## src/rtl/ps_cfg_pkg.sv

```systemverilog
package ps_cfg_pkg;

  typedef enum logic [3:0] {
    ST_IDLE,
    ST_HOLD,
    ST_SETTLE,
    ST_POLL,
    ST_FETCH,
    ST_LOAD,
    ST_SHIFT,
    ST_CHECK,
    ST_TRAIL
  } cfg_state_e;

  // width able to hold the value v
  function automatic int bits_for(input int v);
    return (v < 2) ? 1 : $clog2(v + 1);
  endfunction

  function automatic int max2(input int a, input int b);
    return (a > b) ? a : b;
  endfunction

endpackage

```

## src/rtl/ps_cfg_timer.sv

```systemverilog
module ps_cfg_timer #(
  parameter int W = 8
) (
  input  logic         clk,
  input  logic         rst_n,
  input  logic         load_i,
  input  logic [W-1:0] val_i,
  output logic         expired_o
);

  logic [W-1:0] cnt_q;

  always_ff @(posedge clk or negedge rst_n) begin
    if (!rst_n) begin
      cnt_q <= '0;
    end else if (load_i) begin
      cnt_q <= val_i;
    end else if (cnt_q != '0) begin
      cnt_q <= cnt_q - W'(1);
    end
  end

  assign expired_o = (cnt_q == '0);

endmodule

```

## src/rtl/ps_cfg_serial.sv

```systemverilog
module ps_cfg_serial #(
  parameter int HALF_CYC = 2,
  parameter int CNT_W    = 4
) (
  input  logic             clk,
  input  logic             rst_n,
  input  logic             go_i,
  input  logic             shift_i,
  input  logic [7:0]       byte_i,
  input  logic [CNT_W-1:0] npulse_i,
  output logic             dclk_o,
  output logic             data_o,
  output logic             fin_o
);

  import ps_cfg_pkg::*;

  localparam int HW = bits_for(HALF_CYC);
  localparam logic [HW-1:0] HALF_M1 = HW'(HALF_CYC - 1);

  logic [6:0]       rest_q;
  logic [CNT_W-1:0] left_q;
  logic [HW-1:0]    ph_q;
  logic             run_q;
  logic             mode_shift_q;

  always_ff @(posedge clk or negedge rst_n) begin
    if (!rst_n) begin
      rest_q       <= '0;
      left_q       <= '0;
      ph_q         <= '0;
      run_q        <= 1'b0;
      mode_shift_q <= 1'b0;
      dclk_o       <= 1'b0;
      data_o       <= 1'b0;
      fin_o        <= 1'b0;
    end else begin
      fin_o <= 1'b0;
      if (go_i) begin
        mode_shift_q <= shift_i;
        left_q       <= npulse_i;
        ph_q         <= HALF_M1;
        dclk_o       <= 1'b0;
        run_q        <= (npulse_i != '0);
        if (shift_i) begin
          data_o <= byte_i[7];
          rest_q <= byte_i[6:0];
        end
      end else if (run_q) begin
        if (ph_q != '0) begin
          ph_q <= ph_q - HW'(1);
        end else if (!dclk_o) begin
          dclk_o <= 1'b1;
          ph_q   <= HALF_M1;
        end else begin
          dclk_o <= 1'b0;
          ph_q   <= HALF_M1;
          if (left_q == CNT_W'(1)) begin
            run_q <= 1'b0;
            fin_o <= 1'b1;
          end else begin
            left_q <= left_q - CNT_W'(1);
            if (mode_shift_q) begin
              data_o <= rest_q[6];
              rest_q <= {rest_q[5:0], 1'b0};
            end
          end
        end
      end
    end
  end

endmodule

```

## src/rtl/ps_cfg_master.sv

```systemverilog
module ps_cfg_master #(
  parameter int          AW           = 24,
  parameter int unsigned START_ADDR   = 32'h0070_0000,
  parameter int unsigned END_ADDR     = 32'h0080_0000,
  parameter int          SETTLE_CYC   = 1000,
  parameter int          POLL_CYC     = 1000,
  parameter int          HALF_CYC     = 4,
  parameter int          TMO_CYC      = 1000000,
  parameter int          TRAIL_PULSES = 4000
) (
  input  logic          clk,
  input  logic          rst_n,
  input  logic          start_i,
  output logic          busy_o,
  output logic          ok_o,
  output logic          err_o,
  output logic          tmo_o,
  output logic          mem_rd_o,
  output logic [AW-1:0] mem_addr_o,
  input  logic [7:0]    mem_data_i,
  output logic          cfg_n_o,
  output logic          dclk_o,
  output logic          data_o,
  input  logic          status_i,
  input  logic          conf_done_i
);

  import ps_cfg_pkg::*;

  localparam logic [AW-1:0] START_A = AW'(START_ADDR);
  localparam logic [AW-1:0] END_A   = AW'(END_ADDR);
  localparam int WW    = bits_for(max2(SETTLE_CYC, POLL_CYC));
  localparam int TW    = bits_for(TMO_CYC);
  localparam int CNT_W = bits_for(max2(TRAIL_PULSES, 8));

  function automatic logic [AW-1:0] addr_step(input logic [AW-1:0] a);
    return a + AW'(1);
  endfunction

  function automatic logic is_last(input logic [AW-1:0] a);
    return addr_step(a) == END_A;
  endfunction

  cfg_state_e      state_q, state_d;
  logic [AW-1:0]   addr_q, addr_d;
  logic            cfgn_d;
  logic            wt_load, tmo_load, wt_exp, tmo_exp;
  logic [WW-1:0]   wt_val;
  logic            ser_go, ser_shift, ser_fin;
  logic [CNT_W-1:0] ser_n;
  logic            fin_ok, fin_err, fin_tmo;

  // named events
  logic accept_w, both_low_w, ready_w, byte_end_w, last_byte_w, abort_w;

  assign accept_w    = (state_q == ST_IDLE) && start_i;
  assign both_low_w  = (state_q == ST_HOLD) && !status_i && !conf_done_i;
  assign ready_w     = (state_q == ST_POLL) && wt_exp && status_i;
  assign byte_end_w  = (state_q == ST_CHECK);
  assign last_byte_w = is_last(addr_q);
  assign abort_w     = tmo_exp && (((state_q == ST_HOLD) && !both_low_w) ||
                                   ((state_q == ST_POLL) && !ready_w));

  ps_cfg_timer #(.W(WW)) u_wait (
    .clk(clk), .rst_n(rst_n), .load_i(wt_load), .val_i(wt_val), .expired_o(wt_exp)
  );

  ps_cfg_timer #(.W(TW)) u_tmo (
    .clk(clk), .rst_n(rst_n), .load_i(tmo_load), .val_i(TW'(TMO_CYC)), .expired_o(tmo_exp)
  );

  ps_cfg_serial #(.HALF_CYC(HALF_CYC), .CNT_W(CNT_W)) u_ser (
    .clk(clk), .rst_n(rst_n), .go_i(ser_go), .shift_i(ser_shift),
    .byte_i(mem_data_i), .npulse_i(ser_n),
    .dclk_o(dclk_o), .data_o(data_o), .fin_o(ser_fin)
  );

  always_comb begin
    state_d   = state_q;
    addr_d    = addr_q;
    cfgn_d    = cfg_n_o;
    wt_load   = 1'b0;
    wt_val    = WW'(POLL_CYC);
    tmo_load  = 1'b0;
    ser_go    = 1'b0;
    ser_shift = 1'b0;
    ser_n     = CNT_W'(8);
    fin_ok    = 1'b0;
    fin_err   = 1'b0;
    fin_tmo   = 1'b0;
    unique case (state_q)
      ST_IDLE: begin
        if (accept_w) begin
          cfgn_d   = 1'b0;
          tmo_load = 1'b1;
          addr_d   = START_A;
          state_d  = ST_HOLD;
        end
      end
      ST_HOLD: begin
        if (both_low_w) begin
          wt_load = 1'b1;
          wt_val  = WW'(SETTLE_CYC);
          state_d = ST_SETTLE;
        end
      end
      ST_SETTLE: begin
        if (wt_exp) begin
          cfgn_d   = 1'b1;
          wt_load  = 1'b1;
          tmo_load = 1'b1;
          state_d  = ST_POLL;
        end
      end
      ST_POLL: begin
        if (ready_w) begin
          state_d = ST_FETCH;
        end else if (wt_exp) begin
          wt_load = 1'b1;
        end
      end
      ST_FETCH: state_d = ST_LOAD;
      ST_LOAD: begin
        ser_go    = 1'b1;
        ser_shift = 1'b1;
        state_d   = ST_SHIFT;
      end
      ST_SHIFT: begin
        if (ser_fin) state_d = ST_CHECK;
      end
      ST_CHECK: begin
        addr_d = addr_step(addr_q);
        if (last_byte_w) begin
          fin_err = 1'b1;
          state_d = ST_IDLE;
        end else if (conf_done_i) begin
          if (TRAIL_PULSES == 0) begin
            fin_ok  = 1'b1;
            state_d = ST_IDLE;
          end else begin
            ser_go  = 1'b1;
            ser_n   = CNT_W'(TRAIL_PULSES);
            state_d = ST_TRAIL;
          end
        end else begin
          state_d = ST_FETCH;
        end
      end
      ST_TRAIL: begin
        if (ser_fin) begin
          fin_ok  = 1'b1;
          state_d = ST_IDLE;
        end
      end
      default: state_d = ST_IDLE;
    endcase
    if (abort_w) begin
      cfgn_d  = 1'b1;
      fin_err = 1'b1;
      fin_tmo = 1'b1;
      state_d = ST_IDLE;
    end
  end

  always_ff @(posedge clk or negedge rst_n) begin
    if (!rst_n) begin
      state_q <= ST_IDLE;
      addr_q  <= '0;
      cfg_n_o <= 1'b1;
      busy_o  <= 1'b0;
      ok_o    <= 1'b0;
      err_o   <= 1'b0;
      tmo_o   <= 1'b0;
    end else begin
      state_q <= state_d;
      addr_q  <= addr_d;
      cfg_n_o <= cfgn_d;
      if (accept_w) begin
        busy_o <= 1'b1;
        ok_o   <= 1'b0;
        err_o  <= 1'b0;
        tmo_o  <= 1'b0;
      end else if (fin_ok || fin_err) begin
        busy_o <= 1'b0;
        ok_o   <= fin_ok;
        err_o  <= fin_err;
        tmo_o  <= fin_tmo;
      end
    end
  end

  assign mem_rd_o   = (state_q == ST_FETCH);
  assign mem_addr_o = addr_q;

endmodule

```

## config.mk

```make
export PLATFORM = sky130hd
export DESIGN_NAME = ps_cfg_master
export DESIGN_NICKNAME = d
export VERILOG_FILES = /design/src/rtl/ps_cfg_pkg.sv /design/src/rtl/ps_cfg_timer.sv /design/src/rtl/ps_cfg_serial.sv /design/src/rtl/ps_cfg_master.sv
export SDC_FILE = /design/constraint.sdc
export NUM_CORES = 1
export LEC_CHECK = 0
export ABC_AREA = 0
export BUFFER_PORTS_ARGS = -buffer_cell sky130_fd_sc_hd__buf_4
export CORE_MARGIN = 8
export CORE_UTILIZATION = 54
export DETAILED_ROUTE_END_ITERATION = 7
export MAX_ROUTING_LAYER = met4
export PLACE_DENSITY = 0.77
export SLEW_MARGIN = 10
export SYNTH_ARGS = -nofsm -noshare
export SYNTH_HDL_FRONTEND = slang
export SYNTH_SLANG_ARGS = --single-unit
```

## constraint.sdc

```tcl
create_clock -name clk -period 2.78 [get_ports clk]
set_clock_uncertainty 0.1 [all_clocks]
set_input_delay 0.139 -clock clk [delete_from_list [all_inputs] [get_ports clk]]
set_output_delay 0.139 -clock clk [all_outputs]
set_load 0.03 [all_outputs]
```

==> run_results.csv, run 1 <==
group,metric,value,unit
run_status,outcome,"finished, violations left",
run_status,violations,"setup timing",
global_routing,grt-ovfl-total,0,
layout,stdcell_count,784,
synth,synth_edf_count,0,
layout,layout.nets,689,
global_routing,grt_pass1_wl,21500,um
synth,synth-compound-area-share,18.4,%
global_routing,grt_max_degree,55,
synth,synthCells,548,
place,post-place-cells,728,
worst_setup_path,startpoint_type,"flop",
synth,synth-async-reset-ratio,100,%
routing,avgRoutedWirePerCell,17.2,um
floorplan,row_count,35,
global_routing,grt_pass1_vias,4543,
worst_setup_path,cp.buffers_inverters,5,
routing,routed_wl,13500,um
synth,avgSynthCellArea,9.11,um2
global_routing,grt.busiest_layer,"met2",
routing,dr.first_iter.drc_count,448,
floorplan,dieWidth,112,um
worst_setup_path,arrival,3.01,ns
worst_setup_path,crit_family,"compound AO/OA/AOI/OAI gates",
clock_network,cts-buffers-inserted,9,
global_routing,grtUsageMet1,27.2,%
sta,tightest_slew,0.584,ns
layout,fillers,639,
routing,ant_nets,0,
routing,vias_per_cell,6.06,
synth,synth_area,0.00499,mm2
worst_setup_path,path_common_cell,"buf_4",
global_routing,grtUsageTotal,21.0,%
sta,whs,0.0533,ns
synth,synthMuxAreaShare,0.401,%
synth,netlist.area_leader.share,44.6,%
sta,fin_crit_sh,102,%
global_routing,use_met2,32.3,%
synth,syn_nets,569,
layout,antenna_cells,0,
place,gp_congestion,0.924,
power_and_ir_drop,p_leak,2.93,nW
clock_network,clk_latency,0.37,ns
global_routing,grtUsageMet3,4.03,%
worst_setup_path,critPathMaxFanout,7,
worst_setup_path,cpPeakStageDelay,0.45,ns
layout,final_layout_size_suffix_gt1_share,29.1,%
worst_setup_path,worst_path_max_delay_cell,"dfrtp_2",
global_routing,antenna_found_initial,0,
sta,fmax,352,MHz
place,hpwlAfterDp,8520,um
worst_setup_path,crit_type,"flop to flop",
synth,yosysTopAreaCell,"dfrtp_1",
synth,synth_seq_cells,90,
clock_network,cts.reportedPaths.clkPinSlew,0.10,ns
synth,seq_area_frac_synth,45.1,%
sta,setup_violations,9,
synth,synth_top_family_by_area,"simple AND/OR/NAND/NOR gates",
synth,synthAdderAreaFrac,2.01,%
clock_network,ctsRootBufferMaster,"clkbuf_8",
layout,area_growth,32.1,%
floorplan,io_pins,45,
floorplan,die_area,0.0126,mm2
worst_setup_path,required,2.95,ns
synth,yosys_most_used_dff,"dfrtp_1",
synth,yosys_warnings,0,
power_and_ir_drop,peakVddDrop,0.214,mV
clock_network,cts_tree,"yes",
sta,hold_violations,0,
routing,drc,0,
floorplan,die_h,112,um
power_and_ir_drop,power-per-cell-area,343,mW/mm2
sta,report.final.slew_viol_count,0,
min_path,hold_path_class,"primary input to flop",
clock_network,cts_sinks,90,
worst_setup_path,path_cells,"nand4_1 > nor4_4 > buf_4 > buf_6 > a21o_1 > a2111oi_4 > o211ai_1 > buf_4 > o211ai_4 > buf_12 > buf_8 > a21boi_2 > o22a_1",
power_and_ir_drop,power,2.26,mW
sta,rsz0062_at_grt,"yes",
floorplan,start_util,54.8,%
routing,firstDrtPassIters,5,
floorplan,core,0.00911,mm2
clock_network,cts_max_level,3,
worst_setup_path,worstSetupEndpointType,"flop",
synth,synth.area.top_cells,"dfrtp_1 (45%), xnor2_1 (4.9%), nor2_1 (4.4%), nand2_1 (4.2%), o21ai_0 (3.8%)",
routing,vias,4748,
job,cap_violations,0,
sta,slew-limit-headroom,60.7,%
sta,fin_crit,2.84,ns
synth,synth_xor_area_share,6.32,%
synth,yosysUniqueCellTypes,65,
clock_network,clockBufferDepth,2,
synth,synth_simple_gate_area_share,24.5,%
sta,layout_setup_ws,-0.0598,ns
place,port_buffers,44,
## layout make-up
| type | instances | area [um2] | area share (%) |
|---|---|---|---|
| Sequential cell | 90 | 2270 | 34.4 |
| Multi-Input combinational cell | 421 | 2810 | 42.6 |
| Tap cell | 111 | 139 | 2.11 |
| Clock inverter | 6 | 53.8 | 0.816 |
| Clock buffer | 10 | 138 | 2.09 |
| Inverter | 11 | 41.3 | 0.626 |
| Timing Repair Buffer | 135 | 1140 | 17.3 |
## final timing paths
kind / from / end / slack, ns / cells past startpoint
min in group asynchronous: rst_n / mem_addr_o[7] / 0.18 / 2
worst min register to register: u_tmo.cnt_q[9] / u_tmo.cnt_q[9] / 0.41 / 2
max in group asynchronous: rst_n / cfg_n_o / 1.68 / 3
worst min-delay path: start_i / cfg_n_o / 0.05 / 4
worst max register to register: mem_addr_o[7] / u_ser.rest_q[4] / -0.06 / 13
worst max-delay path: mem_addr_o[7] / u_ser.rest_q[4] / -0.06 / 13
## layer usage
metal | part of all wire (%) | vias to the layer above
li1 | - | 2230
met1 | 45 | 2353
met2 | 48 | 145
met3 | 5.3 | 20
met4 | 1.5 | 0
met5 | 0 | -
## power by group
| group | switching, mW | internal (mW) |
|---|---|---|
| Sequential | 0 | 1.31 |
| Combinational | 0.0340 | 0.0223 |
| Clock | 0.531 | 0.369 |
| Total | 0.565 | 1.70 |
## repair_timing
action / CTS / global route
gates cloned: 2 / 1
hold endpoints to repair: 44 / 0
gates resized for setup: 16 / 36
pin swaps: 11 / 16
hold buffers: 9 / 0
setup buffers: 15 / 15
endpoints found under the setup margin: 17 / 41
## placed cells by master, fill, tap and decap left out, types with 5 or more instances in the layout
master,Yosys,routed
clkbuf_8,0,10
nor4_1,8,5
a31o_1,7,7
nor2_1,59,59
dfrtp_2,0,12
ha_1,8,7
nand2b_1,5,5
nand2_1,56,52
nand3_1,21,18
a31oi_1,9,8
dlygate4sd3_1,0,9
inv_1,11,11
o31ai_1,9,9
xnor2_1,28,28
buf_4,0,110
xor2_1,8,8
nor2b_1,6,6
and2_1,5,5
buf_6,2,10
and3_1,8,8
nor3_1,25,24
nand4_1,11,11
o22a_1,9,9
or3_1,5,5
o21ai_2,0,5
nor4_4,1,5
a21boi_1,7,6
a21oi_1,25,23
dfrtp_1,89,77
o21ai_0,38,38
## worst register-to-register path: cells and delay by family (launching register included)
kind / cells / cell delay, ns
AND/OR/NAND/NOR: 2 / 0.34
buffers and inverters: 5 / 0.75
flip-flops: 1 / 0.45
AO/OA/AOI/OAI: 6 / 1.11
## flip-flops by register name, summed over array words and instances, names as in the netlist
register,cells
tmo_o,1
u_ser.data_o,1
state_q,4
u_tmo.cnt_q,20
u_ser.rest_q,7
u_ser.run_q,1
u_ser.left_q,12
ok_o,1
cfg_n_o,1
u_wait.cnt_q,10
u_ser.fin_o,1
u_ser.mode_shift_q,1
busy_o,1
u_ser.ph_q,3
err_o,1
mem_addr_o,24
u_ser.dclk_o,1
## cells by family after synthesis
| kind of cell | count (synthesis) |
|---|---|
| mux | 2 |
| buf+inv | 37 |
| xor+xnor | 36 |
| compound gates | 139 |
| flops | 90 |
| simple gates | 236 |
| fa+ha+maj | 8 |
## cell usage after synthesis, types with 4 or more instances
master / n
or3_1: 5
o22a_1: 9
nor2b_1: 6
nor4_1: 8
nor3_1: 25
o21ai_0: 38
and2_1: 5
a21oi_1: 25
and3_1: 8
ha_1: 8
nor2_1: 59
o21ai_1: 7
a31oi_1: 9
nor3b_1: 4
clkbuf_1: 18
o31ai_1: 9
xor2_1: 8
nand2b_1: 5
nand2_1: 56
dfrtp_1: 89
a21boi_1: 7
a31o_1: 7
buf_2: 4
inv_1: 11
nand4_1: 11
nand3_1: 21
xnor2_1: 28
or4_1: 5
## stage by stage
step | cell area (um2) | setup TNS, ns | utilization [%] | setup slack [ns]
global placement | 5810 | -0.0129 | 63.8 | -0.0129
detailed placement | 5810 | -1.03 | 63.8 | -0.175
CTS | 6340 | 0 | 69.6 | 0.00885
finish | 6590 | -0.265 | 72.4 | -0.0598
global route | 6590 | -1.97 | 72.4 | -0.157
floorplan | 5070 | -0.871 | - | -0.0717
Power figures use the tool's default switching activity.
==> inputs of run 2 (changes only) <==
==> constraint.sdc (replaced) <==
create_clock -name clk -period 2.78 [get_ports clk]
set_clock_uncertainty 0.1 [all_clocks]
set_input_delay 0.278 -clock clk [delete_from_list [all_inputs] [get_ports clk]]
set_output_delay 0.278 -clock clk [all_outputs]
set_load 0.03 [all_outputs]
==> run_results.csv, run 2 (same netlist as run 1, synthesis figures left out) <==
group,metric,value,unit
run_status,outcome,"finished, violations left",
run_status,violations,"setup timing",
power_and_ir_drop,seq_power_share,58.1,%
clock_network,cts-buffers-inserted,9,
power_and_ir_drop,power,2.25,mW
clock_network,clk_latency,0.37,ns
place,hpwlAfterDp,8520,um
layout,antenna_cells,0,
worst_setup_path,worstSetupStartpoint,"mem_addr_o[12]",
routing,avgRoutedWirePerCell,17.2,um
sta,fin_crit,2.82,ns
worst_setup_path,crit_family,"simple AND/OR/NAND/NOR gates",
global_routing,antenna_found_initial,0,
floorplan,die_h,112,um
routing,drc,0,
sta,layout_setup_ws,-0.0435,ns
floorplan,core,0.00911,mm2
clock_network,cts_max_level,3,
global_routing,grt-ovfl-total,0,
worst_setup_path,crit_end,"u_ser.rest_q[2]",
place,port_buffers,44,
layout,stdcell_count,775,
worst_setup_path,path_cells,"nand4_1 > buf_6 > buf_4 > nor4_4 > nand4_1 > and3_1 > o211ai_1 > buf_4 > o211ai_4 > buf_12 > buf_8 > a31o_1 > o22a_1",
worst_setup_path,required,2.95,ns
clock_network,cts_tree,"yes",
routing,vias,4713,
worst_setup_path,worstReg2RegEnd,"u_ser.rest_q[2]",
power_and_ir_drop,clkPwrFrac,39.8,%
layout,seq_area,0.00227,mm2
layout,final_area,0.00650,mm2
power_and_ir_drop,peakVddDrop,0.217,mV
global_routing,grtUsageTotal,20.9,%
worst_setup_path,r2r_slack,-0.04,ns
routing,firstDrtPassIters,5,
routing,vias_per_cell,6.08,
floorplan,io_pins,45,
power_and_ir_drop,swShare,24.9,%
place,dpl_cell_area,0.00581,mm2
worst_setup_path,worst_path_max_delay_cell,"dfrtp_2",
place,gp_congestion,0.924,
worst_setup_path,startpoint_type,"flop",
job,cap_violations,0,
worst_setup_path,crit_type,"flop to flop",
floorplan,dieWidth,112,um
floorplan,start_util,54.8,%
routing,dr.first_iter.drc_count,359,
clock_network,cts.reportedPaths.clkPinSlew,0.11,ns
floorplan,die_area,0.0126,mm2
sta,fmax,354,MHz
routing,routed_wl,13300,um
layout,fillers,646,
worst_setup_path,cp.buffers_inverters,5,
power_and_ir_drop,power-per-cell-area,346,mW/mm2
worst_setup_path,arrival,2.99,ns
power_and_ir_drop,pwr-share-comb,2.1,%
floorplan,row_count,35,
power_and_ir_drop,switching_power,560,uW
worst_setup_path,cpPeakStageDelay,0.46,ns
sta,fin_crit_sh,102,%
worst_setup_path,r2r_start,"mem_addr_o[12]",
clock_network,ctsRootBufferMaster,"clkbuf_8",
global_routing,grt_pass1_wl,21300,um
sta,whs,0.0361,ns
layout,final_common_cell,"buf_4",
power_and_ir_drop,intPower,1.69,mW
sta,setup_violations,9,
power_and_ir_drop,p_leak,2.90,nW
layout,layout.nets,680,
sta,hold_violations,0,
sta,slew-limit-headroom,58.6,%
worst_setup_path,path_depth,13,
layout,area_growth,30.3,%
place,post-place-cells,728,
layout,multi_input_area,0.00281,mm2
sta,report.final.slew_viol_count,0,
worst_setup_path,worstSetupEndpointType,"flop",
global_routing,grt_max_degree,55,
clock_network,cts_sinks,90,
clock_network,clockBufferDepth,2,
layout,final_layout_size_suffix_gt1_share,29.5,%
worst_setup_path,critPathMaxFanout,7,
min_path,hold_path_class,"primary input to flop",
global_routing,grt_pass1_vias,4496,
layout,largest_reg_flops,24,
sta,tightest_slew,0.619,ns
worst_setup_path,r2r_cells,13,
sta,rsz0062_at_grt,"yes",
layout,final_cell_mix,"buf_4 (108), dfrtp_1 (77), nor2_1 (59)",
routing,ant_nets,0,
==> run 2: per-layer routing <==
layer	GRT usage (%)	part of all wire, %
met1	27.4	45
met2	32.0	48
met3	3.92	5.2
met4	6.83	1.7
met5	-	0
==> run 2: worst min path at each step <==
stage / cells past startpoint / startpoint / endpoint
CTS: 2 / mem_data_i[4] / u_ser.rest_q[4]
floorplan: 0 / rst_n / busy_o
detailed placement: 1 / rst_n / mem_addr_o[7]
finish: 2 / mem_data_i[7] / u_ser.data_o
global placement: 1 / rst_n / mem_addr_o[7]
global route: 2 / mem_data_i[1] / u_ser.rest_q[1]
==> run 2: worst register-to-register path, delay by kind of cell, from the launching register on <==
| kind | cells | cell delay, ns |
|---|---|---|
| and+or+nand+nor | 4 | 0.80 |
| buffers and inverters | 5 | 0.74 |
| AOI/OAI and AO/OA | 4 | 0.62 |
| DFF | 1 | 0.46 |
==> run 2: power groups by stage <==
stage          Combinational (mW)  Sequential [mW]  Clock (mW)
3_3_place_gp               0.0469             1.33           0
6_report                   0.0472             1.31       0.897
5_1_grt                    0.0542             1.31       0.959
3_5_place_dp               0.0477             1.33           0
4_1_cts                    0.0492             1.31       0.908
2_1_floorplan            0.000782             1.33           0
==> run 2: final cells by class <==
cell class	instances	share of cell area [%]
inverter	11	0.635
timing repair buffer	126	16.3
clock inverter	6	0.827
sequential	90	34.9
tap	111	2.14
multi-input combinational	421	43.1
clock buffer	10	2.12
==> run 2: timing repair <==
action | in CTS | in global routing
setup endpoints to repair | 17 | 41
setup buffers | 15 | 14
resized for setup | 16 | 36
pin swaps | 11 | 19
hold endpoints to repair | 36 | 0
gates cloned | 2 | 1
hold buffers | 1 | 0
==> run 2: per-stage QoR <==
stage                     util, %  worst slack (ns)  TNS, ns
after floorplan                 -           -0.0717   -0.871
after global placement       63.8           -0.0129  -0.0129
after detailed placement     63.8            -0.175    -1.03
after CTS                    68.7           0.00885        0
after global routing         71.4            -0.145    -1.81
final                        71.4           -0.0435   -0.229
